==> config.mk <==
export PLATFORM = sky130hd
export DESIGN_NAME = ctl_sequencer
export DESIGN_NICKNAME = d
export VERILOG_FILES = /design/src/rtl/ctl_seq_pkg.sv /design/src/rtl/ctl_seq_state.sv /design/src/rtl/ctl_seq_ucode.sv /design/src/rtl/ctl_seq_drive.sv /design/src/rtl/ctl_sequencer.sv
export SDC_FILE = /design/constraint.sdc
export NUM_CORES = 1
export LEC_CHECK = 0
export BUFFER_PORTS_ARGS = -buffer_cell sky130_fd_sc_hd__buf_2
export CAP_MARGIN = 10
export CORE_AREA = 2 2 39 41
export CTS_BUF_LIST = sky130_fd_sc_hd__clkbuf_4 sky130_fd_sc_hd__clkbuf_8 sky130_fd_sc_hd__clkbuf_16
export DETAILED_ROUTE_END_ITERATION = 7
export DIE_AREA = 0 0 41 43
export HOLD_SLACK_MARGIN = 0.12
export PLACE_DENSITY = 0.67
export SETUP_SLACK_MARGIN = 0.05
export SLEW_MARGIN = 5
export SYNTH_ARGS = -nofsm -noshare
export SYNTH_HDL_FRONTEND = slang
export SYNTH_SLANG_ARGS = --single-unit
==> constraint.sdc <==
create_clock -name clk -period 1.5 [get_ports clk]
set_input_delay 0.15 -clock clk [delete_from_list [all_inputs] [get_ports clk]]
set_output_delay 0.15 -clock clk [all_outputs]
set_load 0.005 [all_outputs]
==> src/rtl/ctl_seq_pkg.sv <==
package ctl_seq_pkg;

    localparam int OPC_W     = 4;
    localparam int ALU_SEL_W = 3;
    localparam int STATE_W   = 2;
    localparam logic [OPC_W-1:0] ALU_BASE = OPC_W'(3);

    typedef enum logic [STATE_W-1:0] {
        ST_FETCH  = 2'b00,
        ST_DECODE = 2'b01,
        ST_EXEC   = 2'b10,
        ST_STORE  = 2'b11
    } seq_state_e;

    typedef enum logic [OPC_W-1:0] {
        OP_IDLE = 4'h0,
        OP_LOAD = 4'h1,
        OP_SAVE = 4'h2,
        OP_ADD  = 4'h3,
        OP_SUB  = 4'h4,
        OP_AND  = 4'h5,
        OP_OR   = 4'h6,
        OP_XOR  = 4'h7,
        OP_INV  = 4'h8,
        OP_SHL  = 4'h9,
        OP_SHR  = 4'hA,
        OP_GO   = 4'hB,
        OP_GOZ  = 4'hC,
        OP_GONZ = 4'hD,
        OP_RSVD = 4'hE,
        OP_STOP = 4'hF
    } opcode_e;

    typedef struct packed {
        logic                 pc_inc;
        logic                 pc_load;
        logic                 pc_drive;
        logic                 mem_read;
        logic                 mem_write;
        logic                 ram_drive;
        logic                 ir_load;
        logic                 ir_addr_drive;
        logic [ALU_SEL_W-1:0] alu_sel;
        logic                 alu_drive;
        logic                 acc_load;
        logic                 acc_drive;
        logic                 flags_load;
        logic                 halt;
    } ctrl_word_t;

    function automatic logic is_alu_op(opcode_e op);
        return (op >= OP_ADD) && (op <= OP_SHR);
    endfunction

    function automatic logic needs_operand(opcode_e op);
        return (op == OP_LOAD) || ((op >= OP_ADD) && (op <= OP_XOR));
    endfunction

    function automatic logic is_jump(opcode_e op);
        return (op == OP_GO) || (op == OP_GOZ) || (op == OP_GONZ);
    endfunction

    function automatic logic jump_taken(opcode_e op, logic zf);
        logic taken;
        case (op)
            OP_GO:   taken = 1'b1;
            OP_GOZ:  taken = zf;
            OP_GONZ: taken = ~zf;
            default: taken = 1'b0;
        endcase
        return taken;
    endfunction

    function automatic logic [ALU_SEL_W-1:0] alu_code(opcode_e op);
        logic [OPC_W-1:0] diff;
        diff = op - ALU_BASE;
        return diff[ALU_SEL_W-1:0];
    endfunction

    function automatic ctrl_word_t micro_word(seq_state_e st, opcode_e op, logic zf);
        ctrl_word_t w;
        w = '0;
        case (st)
            ST_FETCH: begin
                w.pc_drive = 1'b1;
                w.mem_read = 1'b1;
                w.ir_load  = 1'b1;
            end
            ST_DECODE: begin
                w.pc_inc = 1'b1;
            end
            ST_EXEC: begin
                if (op == OP_STOP) begin
                    w.halt = 1'b1;
                end else if (needs_operand(op)) begin
                    w.ir_addr_drive = 1'b1;
                    w.mem_read      = 1'b1;
                end else if (op == OP_SAVE) begin
                    w.ir_addr_drive = 1'b1;
                end else if (is_jump(op)) begin
                    w.ir_addr_drive = 1'b1;
                    w.pc_load       = jump_taken(op, zf);
                end
            end
            ST_STORE: begin
                if (op == OP_LOAD) begin
                    w.ram_drive  = 1'b1;
                    w.acc_load   = 1'b1;
                    w.flags_load = 1'b1;
                end else if (op == OP_SAVE) begin
                    w.ir_addr_drive = 1'b1;
                    w.mem_write     = 1'b1;
                    w.acc_drive     = 1'b1;
                end else if (is_alu_op(op)) begin
                    w.alu_drive  = 1'b1;
                    w.acc_load   = 1'b1;
                    w.flags_load = 1'b1;
                    w.alu_sel    = alu_code(op);
                end
            end
            default: w = '0;
        endcase
        return w;
    endfunction

endpackage

==> src/rtl/ctl_seq_state.sv <==
module ctl_seq_state
    import ctl_seq_pkg::*;
(
    input  logic       clk,
    input  logic       rst,
    input  logic       stop_req,
    output seq_state_e state_q,
    output logic       halt_q
);

    seq_state_e state_d;
    logic       halt_d;

    always_comb begin
        halt_d  = halt_q | stop_req;
        state_d = state_q;
        if (!halt_d) begin
            state_d = seq_state_e'(state_q + STATE_W'(1));
        end
    end

    always_ff @(posedge clk or posedge rst) begin
        if (rst) begin
            state_q <= ST_FETCH;
            halt_q  <= 1'b0;
        end else begin
            state_q <= state_d;
            halt_q  <= halt_d;
        end
    end

endmodule

==> src/rtl/ctl_seq_ucode.sv <==
module ctl_seq_ucode
    import ctl_seq_pkg::*;
(
    input  seq_state_e       state_q,
    input  logic             halt_q,
    input  logic [OPC_W-1:0] opcode,
    input  logic             zero_flag,
    output ctrl_word_t       word
);

    always_comb begin
        if (halt_q) begin
            word      = '0;
            word.halt = 1'b1;
        end else begin
            word = micro_word(state_q, opcode_e'(opcode), zero_flag);
        end
    end

endmodule

==> src/rtl/ctl_seq_drive.sv <==
module ctl_seq_drive
    import ctl_seq_pkg::*;
(
    input  logic               rst,
    input  ctrl_word_t         word,
    input  seq_state_e         state_q,
    output ctrl_word_t         word_out,
    output logic [STATE_W-1:0] state_out
);

    always_comb begin
        if (rst) begin
            word_out  = '0;
            state_out = ST_FETCH;
        end else begin
            word_out  = word;
            state_out = state_q;
        end
    end

endmodule

==> src/rtl/ctl_sequencer.sv <==
module ctl_sequencer
    import ctl_seq_pkg::*;
(
    input  logic                 clk,
    input  logic                 rst,
    input  logic [OPC_W-1:0]     opcode,
    input  logic                 zero_flag,
    output logic                 pc_inc,
    output logic                 pc_load,
    output logic                 pc_drive,
    output logic                 mem_read,
    output logic                 mem_write,
    output logic                 ram_drive,
    output logic                 ir_load,
    output logic                 ir_addr_drive,
    output logic [ALU_SEL_W-1:0] alu_sel,
    output logic                 alu_drive,
    output logic                 acc_load,
    output logic                 acc_drive,
    output logic                 flags_load,
    output logic                 halted,
    output logic [STATE_W-1:0]   state_code
);

    seq_state_e state_q;
    logic       halt_q;
    ctrl_word_t word;
    ctrl_word_t word_out;

    ctl_seq_state u_state (
        .clk      (clk),
        .rst      (rst),
        .stop_req (word.halt),
        .state_q  (state_q),
        .halt_q   (halt_q)
    );

    ctl_seq_ucode u_ucode (
        .state_q   (state_q),
        .halt_q    (halt_q),
        .opcode    (opcode),
        .zero_flag (zero_flag),
        .word      (word)
    );

    ctl_seq_drive u_drive (
        .rst       (rst),
        .word      (word),
        .state_q   (state_q),
        .word_out  (word_out),
        .state_out (state_code)
    );

    assign pc_inc        = word_out.pc_inc;
    assign pc_load       = word_out.pc_load;
    assign pc_drive      = word_out.pc_drive;
    assign mem_read      = word_out.mem_read;
    assign mem_write     = word_out.mem_write;
    assign ram_drive     = word_out.ram_drive;
    assign ir_load       = word_out.ir_load;
    assign ir_addr_drive = word_out.ir_addr_drive;
    assign alu_sel       = word_out.alu_sel;
    assign alu_drive     = word_out.alu_drive;
    assign acc_load      = word_out.acc_load;
    assign acc_drive     = word_out.acc_drive;
    assign flags_load    = word_out.flags_load;
    assign halted        = word_out.halt;

endmodule

==> results of run 1 <==
-- stage by stage --
stage / hold WS (ns) / std cells / setup TNS [ns] / power [W]
2_1_floorplan: -0.0964 / 63 / 0 / 0.000416
3_3_place_gp: 0.0700 / 100 / 0 / 0.000541
3_5_place_dp: 0.0755 / 100 / -0.0112 / 0.000552
4_1_cts: 0.378 / 108 / -0.832 / 0.000788
5_1_grt: 0.416 / 111 / -2.09 / 0.000994
6_report: 0.403 / 111 / -1.17 / 0.000908
-- per-layer routing --
metal,vias up,share of wire,GRT usage
met5,-,0,0
met4,0,0.0078,0.0800
met3,2,0.045,0.0157
met2,14,0.55,0.228
met1,252,0.39,0.192
li1,275,-,-
-- report_power, final --
part / internal (W) / total (W) / switching, W
sequential: 0.000129 / 0.000178 / 0.0000492
combinational: 0.000301 / 0.000569 / 0.000268
clock: 0.000118 / 0.000161 / 0.0000429
total: 0.000548 / 0.000908 / 0.000360
-- worst paths after layout --
check,end,slack (ns),start,cells after the start
worst min-delay path,u_state.state_q[1]$_DFFE_PP0N_,0.40,rst,3
max in group asynchronous,u_state.halt_q$_DFF_PP0_,0.96,rst,3
worst max register to register,u_state.state_q[1]$_DFFE_PP0N_,0.19,u_state.state_q[0]$_DFFE_PP0N_,7
worst min register to register,u_state.halt_q$_DFF_PP0_,0.72,u_state.halt_q$_DFF_PP0_,3
worst max-delay path,ir_addr_drive,-0.16,u_state.state_q[0]$_DFFE_PP0N_,5
min in group clk,u_state.halt_q$_DFF_PP0_,0.50,opcode[3],4
-- layout make-up --
| class | instances | share of cell area |
|---|---|---|
| multi-input combinational | 46 | 0.520 |
| inverter | 9 | 0.0493 |
| timing repair buffer | 33 | 0.259 |
| tap | 16 | 0.0272 |
| sequential | 3 | 0.104 |
| clock buffer | 4 | 0.0408 |
-- cell usage in the layout (no fill, tap or decap), drive strengths merged, types with 2 or more instances in the layout --
cell    count
inv         9
clkbuf      4
o31ai       2
o21ai       4
nor2        8
a211oi      2
nor3        4
nand2       3
buf        32
ha          8
nor3b       2
dfrtp       3
-- state kept, by name, summed over array words and instances, names as in the netlist --
name             flops
u_state.halt_q       1
u_state.state_q      2
-- cells by family after synthesis --
group | after synthesis
and+or+nand+nor | 22
buffers and inverters | 14
AOI/OAI and AO/OA | 13
adders and majority gates | 8
DFF | 3
xor gates and xnor gates | 2
muxes | 1
-- tightest hold or removal path, stage by stage --
cell           delay (ns)
buf_2                0.16
dlygate4sd3_1        0.56
inv_1                0.10
-- timing repair --
item	CTS	global route
hold endpoints to repair	3	0
pin swaps	3	3
setup endpoints to repair	13	15
resized for setup	2	9
setup buffers	3	3
hold buffers	1	0
==> results.py, run 1 <==
metrics = {
    "clock_tree": {
        "clockRootBuffer": "clkbuf_4",
        "clock-sinks": 3,
        "clk_latency_ns": 0.23,
        "cts_made_buffers": 3,
        "clk_path_buf_depth": 2,
        "cts.clk_slew.worst_paths_ns": 0.04,
        "cts_tree": "yes",
        "h-tree-depth": 1,
    },
    "synthesis": {
        "synth_ff_type": "dfrtp_1",
        "ys_top_cells_by_area": "ha_1, dfrtp_1, inv_1, buf_4, nor2_1",
        "yosys.area.top_type": "ha_1",
        "yosys_register_bits": 3,
        "synth_nets": 78,
        "syn_area_um2": 488,
        "ys_warn_count": 0,
        "synth_adder_area_share": 0.205,
        "synth-edff-count": 0,
        "syn_avg_cell_area_um2": 7.75,
        "synth.top_cells.by_count": "inv_1, ha_1, nor2_1",
        "synthCells": 63,
        "synthXorXnorAreaFrac": 0.0359,
        "synth_cell_types": 26,
        "synth_top_area_frac": 0.205,
        "yosysSeqAreaShare": 0.154,
        "yosys.cell_count.top_type": "inv_1",
        "synth-simple-area-share": 0.238,
        "synth_top_family_by_area": "simple AND/OR/NAND/NOR gates",
        "synth_mux_area_frac": 0.0205,
        "async_flop_share": 1.00,
        "synth-compound-area-share": 0.205,
    },
    "global_route": {
        "overflow": 0,
        "grt_pass1_wl_um": 1810,
        "grt_max_degree": 12,
        "grtUsageTotal": 0.148,
        "antenna_found_initial": 0,
        "first_global_vias": 436,
    },
    "die": {
        "die_h_um": 43,
        "rows": 14,
        "die_x_um": 41,
        "io_pins": 25,
        "dieArea_um2": 1760,
        "floorplan.initialDensity": 0.353,
        "design.core.area_um2": 1380,
    },
    "placed_design": {
        "preCtsSetupSlack_ns": -0.0112,
        "port_buffers": 24,
        "dpl-instance-area_um2": 608,
        "gp_congestion": 0.735,
        "place_hpwl_um": 869,
    },
    "drt": {
        "routed_wl_um": 1280,
        "firstDrtPassIters": 4,
        "post_drt_wl_per_cell_um": 11.6,
        "drt_iter0_drc": 5,
        "vias": 543,
        "drt-vias-per-instance": 4.89,
        "drtAntennaViolNets": 0,
        "drc": 0,
    },
    "final_layout": {
        "multi_input_area_um2": 383,
        "layout.nets": 111,
        "fin_area_um2": 736,
        "final_core_util": 0.532,
        "syn2layout_area_growth_pct": 50.8,
        "drive_above_1_share": 0.474,
        "diodes": 0,
        "seqCellArea_um2": 76.3,
        "nFillCells": 136,
    },
    "timing": {
        "finalCritPeriodShare": 1.11,
        "finalWorstPathRequiredPeriod_ns": 1.66,
        "max-slew-margin-rel": 0.779,
        "clock_skew_ns": 0.00334,
        "rsz0062_at_grt": "true",
        "setup_violations": 14,
        "fmax_mhz": 602,
        "fin_ws_ns": -0.162,
        "finalHoldViolCount": 0,
        "final_max_slew_viol_count": 0,
        "worst_pin_slew_ns": 0.330,
    },
    "critical_path": {
        "crit_path_end_kind": "output port",
        "cp_slowest_cell": "dfrtp_1",
        "crit_arrival_ns": 1.51,
        "critical-path-max-stage-delay_ns": 0.37,
        "crit_required_ns": 1.35,
        "startpoint_type": "flop",
        "crit_buf_inv": 1,
        "crit_family": "simple AND/OR/NAND/NOR gates",
        "crit_chain": "ha_1 -> nor3b_4 -> nand4b_1 -> a211oi_2 -> buf_2",
        "worstSetupPathType": "flop to output port",
        "worstPathMaxFanout": 3,
    },
    "job": {
        "maxCapViolCount": 0,
    },
    "power": {
        "vdd.ir_drop.worst_mv": 0.658,
        "pwr_density_cell_nw_per_um2": 1230,
        "p_leak_nw": 0.422,
    },
    "run_status": {
        "status": "finished, violations left",
        "violations": "setup timing",
    },
    "hold_path": {
        "hold_path_class": "input pin to async pin",
    },
}
No activity file was read; power rests on OpenSTA's default activity.
==> inputs of run 2 (changes only) <==
==> constraint.sdc (replaced) <==
create_clock -name clk -period 1.9 [get_ports clk]
set_input_delay 0.19 -clock clk [delete_from_list [all_inputs] [get_ports clk]]
set_output_delay 0.19 -clock clk [all_outputs]
set_load 0.005 [all_outputs]
==> run 2 against run 1 <==
  * The flow now finishes without violations
  * Sequential cell count stayed put
  * Combinational power is 44% lower
  * Clock power is 22% lower
  * Final area is 11% lower
  * Critical path type unchanged
  * Critical path depth stayed put
  * Largest cell class unchanged
  * Largest power group unchanged
==> results.py, run 2 (synthesized netlist as in run 1, its figures left out) <==
metrics = {
    "run_status": {
        "status": "finished clean",
    },
    "power": {
        "pwr_density_cell_nw_per_um2": 880,
        "p_seq_frac": 0.232,
        "netSwitchingFraction": 0.408,
        "vdd.ir_drop.worst_mv": 0.508,
        "internal-power_w": 0.000342,
        "clockPowerShare": 0.217,
        "net-switching-power_w": 0.000236,
        "p_leak_nw": 0.388,
        "pwr-share-comb": 0.552,
    },
    "clock_tree": {
        "clk_latency_ns": 0.23,
        "clockRootBuffer": "clkbuf_4",
        "h-tree-depth": 1,
        "clk_path_buf_depth": 2,
        "cts.clk_slew.worst_paths_ns": 0.04,
        "cts_tree": "yes",
        "cts_made_buffers": 3,
        "clock-sinks": 3,
    },
    "die": {
        "die_h_um": 43,
        "rows": 14,
        "design.core.area_um2": 1380,
        "dieArea_um2": 1760,
        "die_x_um": 41,
        "floorplan.initialDensity": 0.353,
        "io_pins": 25,
    },
    "critical_path": {
        "crit_path_end_kind": "output port",
        "worstSetupPathType": "flop to output port",
        "worstPathMaxFanout": 4,
        "crit_chain": "inv_1 -> ha_1 -> o211ai_1 -> o31ai_1 -> buf_2",
        "crit_buf_inv": 2,
        "crit_family": "compound AO/OA/AOI/OAI gates",
        "crit_arrival_ns": 1.55,
        "crit_required_ns": 1.71,
        "cp_slowest_cell": "dfrtp_1",
        "critical-path-max-stage-delay_ns": 0.39,
        "startpoint_type": "flop",
    },
    "drt": {
        "drt-met1-wl_um": 486,
        "routed_wl_um": 1170,
        "top_layer": "met3",
        "vias": 500,
        "drt-vias-per-instance": 4.81,
        "drc": 0,
        "post_drt_wl_per_cell_um": 11.3,
        "drt_iter0_drc": 10,
        "met2_length_um": 633,
        "firstDrtPassIters": 4,
        "met3_length_um": 52,
        "drtAntennaViolNets": 0,
    },
    "global_route": {
        "grt_pass1_wl_um": 1720,
        "overflow": 0,
        "antenna_found_initial": 0,
        "grt_max_degree": 12,
        "grtUsageTotal": 0.142,
        "first_global_vias": 448,
    },
    "timing": {
        "finalCritPeriodShare": 0.914,
        "rsz0062_at_grt": "true",
        "final_max_slew_viol_count": 0,
        "setup_violations": 0,
        "worst_pin_slew_ns": 0.357,
        "finalWorstPathRequiredPeriod_ns": 1.74,
        "clock_skew_ns": 0.00171,
        "setup_tns_ns": 0,
        "finalHoldViolCount": 0,
        "fmax_mhz": 576,
        "fin_ws_ns": 0.163,
        "max-slew-margin-rel": 0.761,
    },
    "placed_design": {
        "place_hpwl_um": 880,
        "preCtsSetupSlack_ns": 0.291,
        "port_buffers": 24,
        "gp_congestion": 0.733,
    },
    "final_layout": {
        "drive_above_1_share": 0.375,
        "regMostFlops": "u_state.state_q",
        "syn2layout_area_growth_pct": 34.6,
        "nFillCells": 154,
        "largest_register_ffs": 2,
        "diodes": 0,
        "layout.nets": 104,
        "largestRegisters": "u_state.state_q x2, u_state.halt_q x1",
        "layout_common_cells": "buf_2, inv_1, nor2_1, ha_1",
        "final_common_cell": "buf_2",
    },
    "job": {
        "maxCapViolCount": 0,
    },
    "hold_path": {
        "hold_path_class": "input pin to async pin",
    },
}
run 2: cell types whose count changed in the layout (fill, tap and decap cells not counted):
| cell | previous run | this run |
|---|---|---|
| dfrtp_2 | 1 | 0 |
| nand2_2 | 1 | 0 |
| inv_4 | 1 | 0 |
| ha_1 | 7 | 8 |
| dfrtp_1 | 2 | 3 |
| nor2_1 | 7 | 8 |
| nand2_1 | 2 | 3 |
| ha_4 | 1 | 0 |
| nor2_4 | 1 | 0 |
| inv_1 | 8 | 9 |
| buf_4 | 8 | 1 |
run 2: path summary, 6_finish.rpt:
| kind | start | end | slack, ns | cells after the start |
|---|---|---|---|---|
| min in group clk | opcode[3] | u_state.halt_q$_DFF_PP0_ | 0.45 | 3 |
| hold reg to reg | u_state.halt_q$_DFF_PP0_ | u_state.halt_q$_DFF_PP0_ | 0.62 | 2 |
| hold / removal | rst | u_state.halt_q$_DFF_PP0_ | 0.43 | 3 |
| setup reg to reg | u_state.state_q[0]$_DFFE_PP0N_ | u_state.state_q[1]$_DFFE_PP0N_ | 0.61 | 4 |
| setup / recovery | u_state.state_q[0]$_DFFE_PP0N_ | mem_read | 0.16 | 5 |
| max in group asynchronous | rst | u_state.state_q[1]$_DFFE_PP0N_ | 1.34 | 3 |
run 2: worst min-delay path, cell delays in order:
cell and delay [ns]:
buf_2 0.14, dlygate4sd3_1 0.56, inv_1 0.11
run 2: metal layers:
metal / GRT usage / vias to the layer above
li1: - / 261
met1: 0.166 / 225
met2: 0.225 / 14
met3: 0.0314 / 0
met4: 0.0800 / 0
met5: 0 / -
run 2: area by class of cell:
type | count | area [um2] | area share
tap | 16 | 20.0 | 0.0305
sequential | 3 | 75.1 | 0.114
timing repair buffer | 26 | 138 | 0.210
clock buffer | 4 | 30.0 | 0.0457
multi-input combinational | 46 | 360 | 0.549
inverter | 9 | 33.8 | 0.0514
run 2: repair_timing:
action	4_1_cts	5_1_grt
hold buffers	1	0
gates resized for setup	0	3
endpoints found under the setup margin	0	4
setup buffers	0	1
hold endpoints to repair	3	0
run 2: power groups by stage:
stage,clock (W),combinational [W],sequential [W]
final,0.000125,0.000319,0.000134
after global routing,0.000136,0.000360,0.000139
after CTS,0.000131,0.000288,0.000132
after detailed placement,0,0.000285,0.000133
after global placement,0,0.000279,0.000131
after floorplan,0,0.000204,0.000125
run 2: stage by stage:
stage	hold slack (ns)	std cells	total power, W	instance area [um2]	utilization
floorplan	-0.0564	63	0.000329	488	-
global placement	0.109	98	0.000410	593	0.429
detailed placement	0.113	98	0.000418	593	0.429
CTS	0.408	103	0.000551	633	0.458
global route	0.455	104	0.000635	657	0.475
finish	0.432	104	0.000578	657	0.475
